## src/rtl/bdec_pkg.sv

```systemverilog
package bdec_pkg;
  localparam int TMPL_W = 5;
  localparam int SLOT_W = 41;
  localparam int NSLOT  = 3;
  localparam int REG_W  = 7;
  localparam int DST_LO = 6;
  localparam int SA_LO  = 13;
  localparam int SB_LO  = 20;
  localparam int OPC_LO = 37;
  localparam int OPC_W  = 4;

  localparam logic [2:0] U_M = 3'd0;
  localparam logic [2:0] U_I = 3'd1;
  localparam logic [2:0] U_F = 3'd2;
  localparam logic [2:0] U_B = 3'd3;
  localparam logic [2:0] U_L = 3'd4;
  localparam logic [2:0] U_X = 3'd5;

  typedef struct packed {
    logic                   legal;
    logic [NSLOT-1:0]       stop;
    logic [NSLOT-1:0][2:0]  unit;
  } tmpl_dec_t;
endpackage

```

## src/rtl/bdec_tmpl_decode.sv

```systemverilog
module bdec_tmpl_decode
  import bdec_pkg::*;
(
  input  logic [TMPL_W-1:0] tmpl,
  output tmpl_dec_t         dec
);
  logic [3:0] pat;
  assign pat = tmpl[TMPL_W-1:1];

  always_comb begin
    dec       = '0;
    dec.legal = 1'b1;
    // unit[2], unit[1], unit[0] are slots 2, 1, 0
    unique case (pat)
      4'd0:  dec.unit = {U_I, U_I, U_M};
      4'd1:  dec.unit = {U_I, U_I, U_M};
      4'd2:  dec.unit = {U_X, U_L, U_M};
      4'd3:  dec.unit = {U_I, U_M, U_M};
      4'd4:  dec.unit = {U_I, U_M, U_M};
      4'd5:  dec.unit = {U_I, U_F, U_M};
      4'd6:  dec.unit = {U_F, U_M, U_M};
      4'd7:  dec.unit = {U_B, U_I, U_M};
      4'd8:  dec.unit = {U_B, U_B, U_M};
      4'd9:  dec.unit = {U_B, U_B, U_B};
      4'd10: dec.unit = {U_B, U_M, U_M};
      4'd11: dec.unit = {U_B, U_F, U_M};
      default: begin
        dec.unit  = '0;
        dec.legal = 1'b0;
      end
    endcase
    dec.stop[0] = (pat == 4'd4);
    dec.stop[1] = (pat == 4'd1);
    dec.stop[2] = tmpl[0];
  end
endmodule

```

## src/rtl/bdec_slot_seq.sv

```systemverilog
module bdec_slot_seq
  import bdec_pkg::*;
#(
  localparam int BUNDLE_W = TMPL_W + NSLOT * SLOT_W,
  localparam int IDX_W    = $clog2(NSLOT)
) (
  input  logic                clk,
  input  logic                rst_n,
  input  logic                in_valid,
  output logic                in_ready,
  input  logic [BUNDLE_W-1:0] in_bundle,
  input  logic                cur_ready,
  output logic                cur_valid,
  output logic [SLOT_W-1:0]   cur_insn,
  output logic [2:0]          cur_unit,
  output logic                cur_stop,
  output logic [IDX_W-1:0]    cur_slot,
  output logic                err_tmpl
);
  tmpl_dec_t                      dec_in;
  tmpl_dec_t                      dec_q;
  logic [NSLOT-1:0][SLOT_W-1:0]   slots_in;
  logic [NSLOT-1:0][SLOT_W-1:0]   slots_q;
  logic [IDX_W-1:0]               idx_q;
  logic                           busy_q;
  logic                           in_fire;
  logic                           cur_fire;
  logic                           last_slot;

  bdec_tmpl_decode u_dec (
    .tmpl (in_bundle[TMPL_W-1:0]),
    .dec  (dec_in)
  );

  for (genvar g = 0; g < NSLOT; g++) begin : g_slot
    assign slots_in[g] = in_bundle[TMPL_W + g*SLOT_W +: SLOT_W];
  end

  assign in_ready  = !busy_q;
  assign in_fire   = in_valid && in_ready;
  assign cur_valid = busy_q;
  assign cur_fire  = cur_valid && cur_ready;
  assign last_slot = (idx_q == IDX_W'(NSLOT-1));

  assign cur_insn = slots_q[idx_q];
  assign cur_unit = dec_q.unit[idx_q];
  assign cur_stop = dec_q.stop[idx_q];
  assign cur_slot = idx_q;

  always_ff @(posedge clk) begin
    if (!rst_n) begin
      busy_q   <= 1'b0;
      idx_q    <= '0;
      dec_q    <= '0;
      slots_q  <= '0;
      err_tmpl <= 1'b0;
    end else begin
      err_tmpl <= in_fire && !dec_in.legal;
      if (in_fire && dec_in.legal) begin
        busy_q  <= 1'b1;
        idx_q   <= '0;
        dec_q   <= dec_in;
        slots_q <= slots_in;
      end else if (cur_fire) begin
        if (last_slot) begin
          busy_q <= 1'b0;
          idx_q  <= '0;
        end else begin
          idx_q <= idx_q + IDX_W'(1);
        end
      end
    end
  end
endmodule

```

## src/rtl/bdec_hazard.sv

```systemverilog
module bdec_hazard
  import bdec_pkg::*;
#(
  localparam int NREG = 1 << REG_W
) (
  input  logic             clk,
  input  logic             rst_n,
  input  logic             fire,
  input  logic             stop,
  input  logic [2:0]       unit,
  input  logic [REG_W-1:0] dst,
  input  logic [REG_W-1:0] src_a,
  input  logic [REG_W-1:0] src_b,
  output logic             raw,
  output logic             waw
);
  logic [NREG-1:0] written_q;
  logic            checked;

  assign checked = (unit != U_L);

  always_comb begin
    raw = checked &&
          (((src_a != '0) && written_q[src_a]) ||
           ((src_b != '0) && written_q[src_b]));
    waw = checked && (dst != '0) && written_q[dst];
  end

  always_ff @(posedge clk) begin
    if (!rst_n) begin
      written_q <= '0;
    end else if (fire) begin
      if (stop) begin
        written_q <= '0;
      end else if (checked && (dst != '0)) begin
        written_q[dst] <= 1'b1;
      end
    end
  end
endmodule

```

## src/rtl/bundle_dispatcher.sv

```systemverilog
module bundle_dispatcher
  import bdec_pkg::*;
#(
  parameter int GRP_W = 8
) (
  input  logic                       clk,
  input  logic                       rst_n,
  input  logic                       in_valid,
  output logic                       in_ready,
  input  logic [127:0]               in_bundle,
  output logic                       out_valid,
  input  logic                       out_ready,
  output logic [SLOT_W-1:0]          out_insn,
  output logic [OPC_W-1:0]           out_opcode,
  output logic [2:0]                 out_unit,
  output logic [1:0]                 out_slot,
  output logic [GRP_W-1:0]           out_group,
  output logic                       out_stop,
  output logic                       out_raw,
  output logic                       out_waw,
  output logic                       err_tmpl
);
  logic             out_fire;
  logic [GRP_W-1:0] grp_q;

  bdec_slot_seq u_seq (
    .clk       (clk),
    .rst_n     (rst_n),
    .in_valid  (in_valid),
    .in_ready  (in_ready),
    .in_bundle (in_bundle),
    .cur_ready (out_ready),
    .cur_valid (out_valid),
    .cur_insn  (out_insn),
    .cur_unit  (out_unit),
    .cur_stop  (out_stop),
    .cur_slot  (out_slot),
    .err_tmpl  (err_tmpl)
  );

  assign out_fire   = out_valid && out_ready;
  assign out_opcode = out_insn[OPC_LO +: OPC_W];

  bdec_hazard u_haz (
    .clk   (clk),
    .rst_n (rst_n),
    .fire  (out_fire),
    .stop  (out_stop),
    .unit  (out_unit),
    .dst   (out_insn[DST_LO +: REG_W]),
    .src_a (out_insn[SA_LO +: REG_W]),
    .src_b (out_insn[SB_LO +: REG_W]),
    .raw   (out_raw),
    .waw   (out_waw)
  );

  always_ff @(posedge clk) begin
    if (!rst_n) begin
      grp_q <= '0;
    end else if (out_fire && out_stop) begin
      grp_q <= grp_q + GRP_W'(1);
    end
  end

  assign out_group = grp_q;
endmodule

```

## config.mk

```make
export PLATFORM = sky130hd
export DESIGN_NAME = bundle_dispatcher
export DESIGN_NICKNAME = d
export VERILOG_FILES = /design/src/rtl/bdec_pkg.sv /design/src/rtl/bdec_tmpl_decode.sv /design/src/rtl/bdec_slot_seq.sv /design/src/rtl/bdec_hazard.sv /design/src/rtl/bundle_dispatcher.sv
export SDC_FILE = /design/constraint.sdc
export NUM_CORES = 1
export LEC_CHECK = 0
export CAP_MARGIN = 5
export CELL_PAD_IN_SITES_DETAIL_PLACEMENT = 1
export CELL_PAD_IN_SITES_GLOBAL_PLACEMENT = 1
export CORE_MARGIN = 5
export CORE_UTILIZATION = 44
export DETAILED_ROUTE_END_ITERATION = 10
export PLACE_DENSITY = 0.94
export SYNTH_ARGS = -nofsm -noshare
export SYNTH_HDL_FRONTEND = slang
export SYNTH_SLANG_ARGS = --single-unit
```

## constraint.sdc

```tcl
create_clock -name clk -period 6.56 [get_ports clk]
set_input_delay 1.312 -clock clk [delete_from_list [all_inputs] [get_ports clk]]
set_output_delay 1.312 -clock clk [all_outputs]
set_load 0.05 [all_outputs]
```

==> results of run 1 <==
## through the flow
stage | hold WS (ns) | cell area [um2] | total power (W)
floorplan | 0.439 | 14500 | 0.00218
global placement | 0.451 | 16600 | 0.00243
detailed placement | 0.460 | 16600 | 0.00245
CTS | 0.478 | 17500 | 0.00417
global route | 0.487 | 17600 | 0.00428
finish | 0.475 | 17600 | 0.00418
## sequential cells by signal, summed over array words and instances (netlist names)
register	flops
u_haz.written_q	128
u_seq.cur_valid	1
out_group	8
u_seq.err_tmpl	1
u_seq.dec_q	9
u_seq.cur_slot	2
u_seq.slots_q	123
## cell families after synthesis
family / after synthesis
buffers and inverters: 172
and+or+nand+nor: 896
AOI/OAI and AO/OA: 462
adders and majority gates: 1
muxes: 138
xor gates and xnor gates: 7
DFF: 272
## cells in the mapped netlist (3+ instances only)
library cell	instances	area share
and2_1	13	0.0056
o22ai_1	40	0.017
mux2i_1	109	0.075
nand3b_1	3	0.0016
nand3_1	76	0.026
or4_1	3	0.0016
a41oi_1	4	0.0024
mux2_2	27	0.021
o21bai_1	3	0.0016
nand4_1	10	0.0043
o22a_1	9	0.0054
inv_2	4	0.0010
nor3_1	17	0.0059
buf_4	19	0.0099
a311oi_1	10	0.0061
xnor2_1	5	0.0030
buf_2	39	0.013
a21oi_1	158	0.055
nor2b_1	9	0.0039
dfxtp_1	272	0.38
and3_1	14	0.0061
buf_6	3	0.0023
a21boi_0	129	0.067
a31oi_1	16	0.0069
nand2_1	554	0.14
inv_1	11	0.0029
o211ai_1	9	0.0047
buf_1	14	0.0036
o221ai_1	3	0.0018
a221oi_1	10	0.0061
o21ai_0	26	0.0090
a32oi_1	3	0.0018
o311a_1	3	0.0021
clkbuf_1	79	0.020
o2bb2ai_1	3	0.0018
o21a_1	3	0.0016
a211oi_1	15	0.0078
nor2_1	182	0.047
nand2b_1	6	0.0026
a22oi_1	3	0.0016
## area by class of cell
cell class	count	share of cell area
multi-input combinational	1504	0.470
sequential	272	0.310
timing repair buffer	229	0.128
clock buffer	43	0.0501
tap	442	0.0315
clock inverter	9	0.00576
inverter	17	0.00391
antenna	1	0.000142
## how the worst max path moves through the flow
| stage | start | end | slack [ns] | cells after the start |
|---|---|---|---|---|
| 5_1_grt | u_seq.cur_slot[0] | out_raw | 0.001 | 12 |
| 2_1_floorplan | u_seq.cur_slot[1] | out_raw | 1.14 | 12 |
| 4_1_cts | u_seq.cur_slot[0] | out_raw | 0.33 | 12 |
| 3_5_place_dp | u_seq.cur_slot[0] | out_raw | 0.99 | 12 |
| 6_report | u_seq.cur_slot[0] | out_raw | 0.005 | 12 |
| 3_3_place_gp | u_seq.cur_slot[0] | out_raw | 0.88 | 12 |
## layer usage
layer / vias to the layer above / GRT usage / part of all wire
li1: 6890 / - / -
met1: 7787 / 0.419 / 0.38
met2: 1035 / 0.592 / 0.48
met3: 246 / 0.0758 / 0.094
met4: 0 / 0.171 / 0.054
met5: - / 0 / 0
## critical path, cell delays in order, from the launching register on
cell       delay, ns
dfxtp_4         0.89
mux2i_1         0.31
o21a_1          0.13
buf_4           0.32
inv_2           0.32
nor2_1          0.95
nand3_1         0.22
nand3_1         0.29
o2bb2ai_1       0.10
a211o_1         0.38
a22oi_1         0.20
o211ai_1        0.21
buf_12          0.26
## power breakdown
part / internal (W) / switching [W]
Sequential: 0.00170 / 0.0000438
Clock: 0.000970 / 0.000751
Combinational: 0.000251 / 0.000461
==> impl_results.md, run 1 <==
- Largest family of logic cells by synthesized area: simple AND/OR/NAND/NOR gates
- Filler cells: 4016
- CP startpoint kind: flop
- RSZ-0062 raised after global routing: false
- Antenna Nets Post-Route: 0
- Commonest non-fill, non-tap cell in the layout: nand2_1
- Initial core utilization: 0.445
- Setup violations, final: 0
- Root buf cell: clkbuf_16
- Initial DRC count: 1725
- Layout cells sized above 1: 0.0665
- CP arrival: 5.24 ns
- Postcts setup bufs: 0
- Die Y: 191 um
- Commonest cells after routing, fill and taps aside: nand2_1, dfxtp_1, clkdlybuf4s50_1, nor2_1, a21oi_1
- Status: finished clean
- DR WL/cell: 26.4 um
- Routability cong.: 1.04
- Worst r2r src: u_seq.cur_slot[0]
- Yosys warnings: 0
- Syn avg cell area: 7.43 um2
- Clk slew on worst S/H paths: 0.07 ns
- Routed via count: between 15000 and 20000
- Data required, critical path: 5.25 ns
- Antenna violations before repair: 0
- Worst Path Max Fanout: 56
- H-tree depth: 1
- Reg-to-reg endpoint: u_haz.written_q[21]
- TritonCTS clock tree: yes
- Lkg Pwr: 5.94 nW
- Register area: 5450 um2
- CTS Hold Buffers Added: 0
- Fin nets: between 2000 and 2500
- Max-cap viol count: 0
- Kind of critical path: flop to primary output
- Max Fclk: approximately 150 MHz
- Core Box Area: 32500 um2
- CTS Buf Count: 30
- First-pass GRT wire length: 100000 um
- Multi-input gate area: 8270 um2
- Worst ir drop on vdd: about 0.20 mV
- Final non-filler cell total: about 2500
- # rows: 66
- Ys flop type: dfxtp_1
- FFs w/ async S/R, synth: 0
- Post-DP HPWL: 42200 um
- Area grow syn2layout: 21.5%
- IO buf count: ~200
- R2R Setup Slk: 1.78 ns
- Crit path time final: 6.55 ns
- Clock buffer depth: 3
- Pwr dens: between 200 and 250 nW/um2
- Vias in the first global route: 16500
- Die width: 191 um
- CP endpoint kind: primary output
- Vias per cell: 6.34
- Netlist cell types: 65
- TNS Setup: 0 ns
- Post-synthesis compound-gate area fraction: 0.210
- Slew at the pin closest to its max-slew limit: 1.42 ns
- Post-synthesis simple-gate area fraction: 0.254
- Clock Latency Late Sink: 0.61 ns
- Gate Count Post-Synth: 1948
- Worst R2R Path Depth: 10
- Largest net degree at the start of global routing: 103
- Wirelength, routed: between 60000 and 70000 um
- Die area: 36600 um2
- Cts repair resizes: 0
- Pre-CTS WS: 0.992 ns
- Sequential area share after synthesis: 0.376
- Final core occ: 0.540
- Setup ws final: 0.00525 ns
- Post-synth EDFFs: 0
- Worst Hold Class: flop to flop
- Post-Place Cells: approximately 2500
- All-Layer GR Usage: 0.349
- Hold Crit Start: u_seq.slots_q[18]
- Hold Path Stages: 2
- XOR/XNOR share of the synthesized area: 0.00424
- First-pass DRT Iterations: 6
- I/O pins: 196
- Sink Count: 272
- Congestion Overflow GR: 0
- DRC viols: 0
- Final hold violation count: 0
- Synth Cell Area: 14500 um2
- Synth Register Bits: approximately 270
- Final period util: 0.999
- Synth Area in Adders: 0.000864
- Max Slew Vio Count: 0
- Mux share of post-synthesis cell area: 0.0995
- Post-synth net total: about 2100
- Slew headroom: 0.0554
- Hold EP: u_seq.slots_q[18]
- Layout Skew: between 0.04 and 0.05 ns
Power figures use the tool's default switching activity.
==> inputs of run 2 (changes only) <==
Settings changed: ABC_AREA from default to 1, CORE_UTILIZATION 44 to 42, GPL_ROUTABILITY_DRIVEN from default to 0.
==> run 2 against run 1 <==
Combinational power is 51% higher; count of clock-buffer cells in the layout decreased by 4; setup slack improved by 0.14 ns; die area rose by 4.1%; maximum frequency rose by 2.2%; via count rose by 7.3%; utilization fell by 1.8 points.
==> impl_results.md, run 2 <==
- Wirelength, routed: 65200 um (-1.7%)
- Congestion Overflow GR: 0 (unchanged)
- Pwr dens: 274 nW/um2 (+15%)
- Status: finished clean
- Worst r2r src: u_seq.cur_slot[1]
- Initial DRC count: 1921 (+11%)
- Final hold violation count: 0 (unchanged)
- Cell type with the largest total area after synthesis: dfxtp_1
- CP endpoint kind: primary output
- Setup ws final: 0.147 ns (+0.141 ns)
- Worst ir drop on vdd: 0.223 mV (+13%)
- I/O pins: 196 (unchanged)
- Top-area cell type share of the netlist area: 0.378 (+0.00167)
- Crit-path cells: inv_4 -> nand3_1 -> nand3_4 -> nor2_1 -> nand2_1 -> nand4_1 -> nand2_1 -> nand2_1 -> nand3_1 -> nand3_1 -> nand2_1 -> nor2_1 -> nor2_1 -> nor2_1 -> clkdlybuf4s50_1
- Pre-CTS WS: 0.872 ns (-0.119 ns)
- CP startpoint kind: flop
- TritonCTS clock tree: yes
- Critical Path End: out_raw
- CP arrival: 5.10 ns (-0.14 ns)
- Biggest register: u_haz.written_q
- Die Y: 195 um (+2.0%)
- Register share of total power: 0.367 (-0.050)
- Fin nets: 2505 (+15%)
- Max-cap viol count: 0 (unchanged)
- Max FFs per register: 128 (unchanged)
- Max Fclk: 156 MHz (+2.2%)
- First-pass DRT Iterations: 5 (-1)
- Crit path time final: 6.41 ns (-0.141 ns)
- DRC viols: 0 (unchanged)
- CTS Buf Count: 31 (+3.3%)
- TNS Setup: 0 ns (unchanged)
- Commonest cells after routing, fill and taps aside: nand2_1, nor2_1, dfxtp_1, o21ai_0, nand3_1
- Setup violations, final: 0 (unchanged)
- Worst Path Max Fanout: 34 (-39%)
- Sink Count: 272 (unchanged)
- Routed via count: 17100 (+7.3%)
- Worst Hold Class: flop to flop
- Part of the power in combinational logic: 0.224 (+0.053)
- Vias in the first global route: 18100 (+9.9%)
- WP buf/inv: 2 (-1)
- Clock Power Share: 0.409 (-0.003)
- Most frequent cell after synthesis: nand2_1
- Biggest regs: u_haz.written_q (128), u_seq.slots_q (123), u_seq.dec_q (9)
- Min Hold Slack: 0.463 ns (-0.0123 ns)
- CTS Hold Buffers Added: 0 (unchanged)
- CP startpoint: u_seq.cur_slot[0]
- All-Layer GR Usage: 0.321 (-0.0277)
- Gate Count Post-Synth: 2271 (+17%)
- Final core occ: 0.522 (-0.0183)
- # rows: 67 (+1.5%)
- Cts repair resizes: 0 (unchanged)
- IO buf count: 195 (unchanged)
- Root buf cell: clkbuf_16
- Slowest Stage Delay on Critical Path: 0.86 ns (-0.09 ns)
- Core Box Area: 33700 um2 (+3.6%)
- RSZ-0062 raised after global routing: false
- Die area: 38100 um2 (+4.1%)
- Post-Layout Inst Area: 17600 um2 (about the same)
- H-tree depth: 1 (unchanged)
- Final period util: 0.978 (-0.0216)
- Post-synth net total: 2404 (+16%)
- Antenna violations before repair: 3 (+3)
- Vias per cell: 6.02 (-5.1%)
- Worst R2R Path Depth: 12 (+2)
- Kind of critical path: flop to primary output
- Data required, critical path: 5.25 ns (about the same)
- NetSw: 0.00159 W (+27%)
- Initial core utilization: 0.428 (-0.0173)
- Netlist cell types: 41 (-37%)
- Clock buffer depth: 3 (unchanged)
- Hold Crit Start: u_seq.slots_q[15]
- Layout Skew: 0.0213 ns (-0.0263 ns)
- Synth top area cells: dfxtp_1, nand2_1, o21ai_0
- WP depth: 15 (+3)
- R2R Setup Slk: 1.58 ns (-0.20 ns)
- Max Slew Vio Count: 0 (unchanged)
- Sequential area share after synthesis: 0.378 (+0.00167)
- Clock Latency Late Sink: 0.61 ns (about the same)
- Slew headroom: 0.152 (+0.0963)
- Reg-to-reg endpoint: u_haz.written_q[29]
- Commonest cells in the netlist: nand2_1, nor2_1, dfxtp_1
- Ys flop type: dfxtp_1
- First-pass GRT wire length: 99700 um (-0.53%)
- Area grow syn2layout: 22.1%
- Yosys warnings: 0 (unchanged)
- Synth Register Bits: 272 (unchanged)
- Largest net degree at the start of global routing: 121 (+17%)
- Postcts setup bufs: 0 (unchanged)
- Clk slew on worst S/H paths: 0.07 ns (about the same)
- DR WL/cell: 22.9 um (-13%)
- Switching part of the total: 0.331 (+0.0302)
- FFs w/ async S/R, synth: 0 (unchanged)
- Synth Cell Area: 14400 um2 (-0.44%)
- Die width: 195 um (+2.0%)
- Slowest stage cell, crit path: clkdlybuf4s50_1
- Post-DP HPWL: 40200 um (-4.8%)
- Area of placed instances: 16400 um2 (-0.64%)
- Commonest non-fill, non-tap cell in the layout: nand2_1
- Post-synth EDFFs: 0 (unchanged)
- Syn avg cell area: 6.35 um2 (-15%)
- Filler cells: 4433 (+10%)
- Layout cells sized above 1: 0.0501 (-0.0165)
- Lkg Pwr: 6.73 nW (+13%)
- Slew at the pin closest to its max-slew limit: 1.27 ns (-0.143 ns)
- Cell-internal power: 0.00322 W (+10%)
- Antenna Nets Post-Route: 0 (unchanged)
- Crit path max-delay family: simple AND/OR/NAND/NOR gates
[run 2: changes by cell type after synthesis, moves of 37 or more]
cell | previous run | this run
mux2i_1 | 109 | 0
inv_1 | 11 | 152
nand3_1 | 76 | 211
nor2_1 | 182 | 326
nand2_1 | 554 | 627
o22ai_1 | 40 | 3
o21ai_0 | 26 | 253
a21boi_0 | 129 | 0
[run 2: metrics by stage]
step | instances | power, W
after detailed placement | 2786 | 0.00282
after global routing | 2845 | 0.00495
final | 2846 | 0.00482
after floorplan | 2271 | 0.00244
after global placement | 2786 | 0.00278
after CTS | 2843 | 0.00479
[run 2: final cells by class]
class	instances	area, um2	share of cell area
well taps	448	561	0.0319
clock inverters	18	264	0.0150
diodes	2	5.00	0.000284
multi-input cells	1691	7700	0.438
inverters	159	603	0.0343
repair buffers	217	2150	0.122
flip-flops and latches	272	5450	0.310
clock buffers	39	866	0.0492
[run 2: per-layer routing]
metal | track usage | wire (um) | up-vias
met2 | 0.550 | 30900 | 1015
met4 | 0.173 | 4140 | 2
met1 | 0.371 | 24000 | 8231
met5 | 0 | 10 | -
met3 | 0.0770 | 6160 | 312
li1 | - | - | 7570
[run 2: worst min-delay path by stage]
stage          slack [ns]  cells past startpoint                 end
3_5_place_dp         0.45                      2   u_seq.slots_q[47]
4_1_cts              0.46                      2   u_seq.slots_q[15]
6_report             0.46                      2   u_seq.slots_q[15]
2_1_floorplan        0.42                      2   u_seq.slots_q[63]
5_1_grt              0.49                      2  u_haz.written_q[0]
3_3_place_gp         0.44                      2   u_seq.slots_q[63]
[run 2: power by group through the flow]
stage / clock [W] / sequential (W) / combinational (W)
floorplan: 0 / 0.00179 / 0.000653
global placement: 0 / 0.00179 / 0.000985
detailed placement: 0 / 0.00180 / 0.00102
CTS: 0.00197 / 0.00177 / 0.00105
global route: 0.00203 / 0.00177 / 0.00114
finish: 0.00197 / 0.00177 / 0.00108
[run 2: cell families after synthesis]
kind of cell,count (synthesis),share of synthesized area
buffers and inverters,309,0.0920
and+or+nand+nor,1208,0.350
DFF,272,0.378
AOI/OAI and AO/OA,481,0.179
adders and majority gates,1,0.000868
[run 2: worst min-delay path, stage by stage, from the launching register on]
cell and delay [ns]:
dfxtp_1 0.30, inv_1 0.06, a21oi_1 0.06
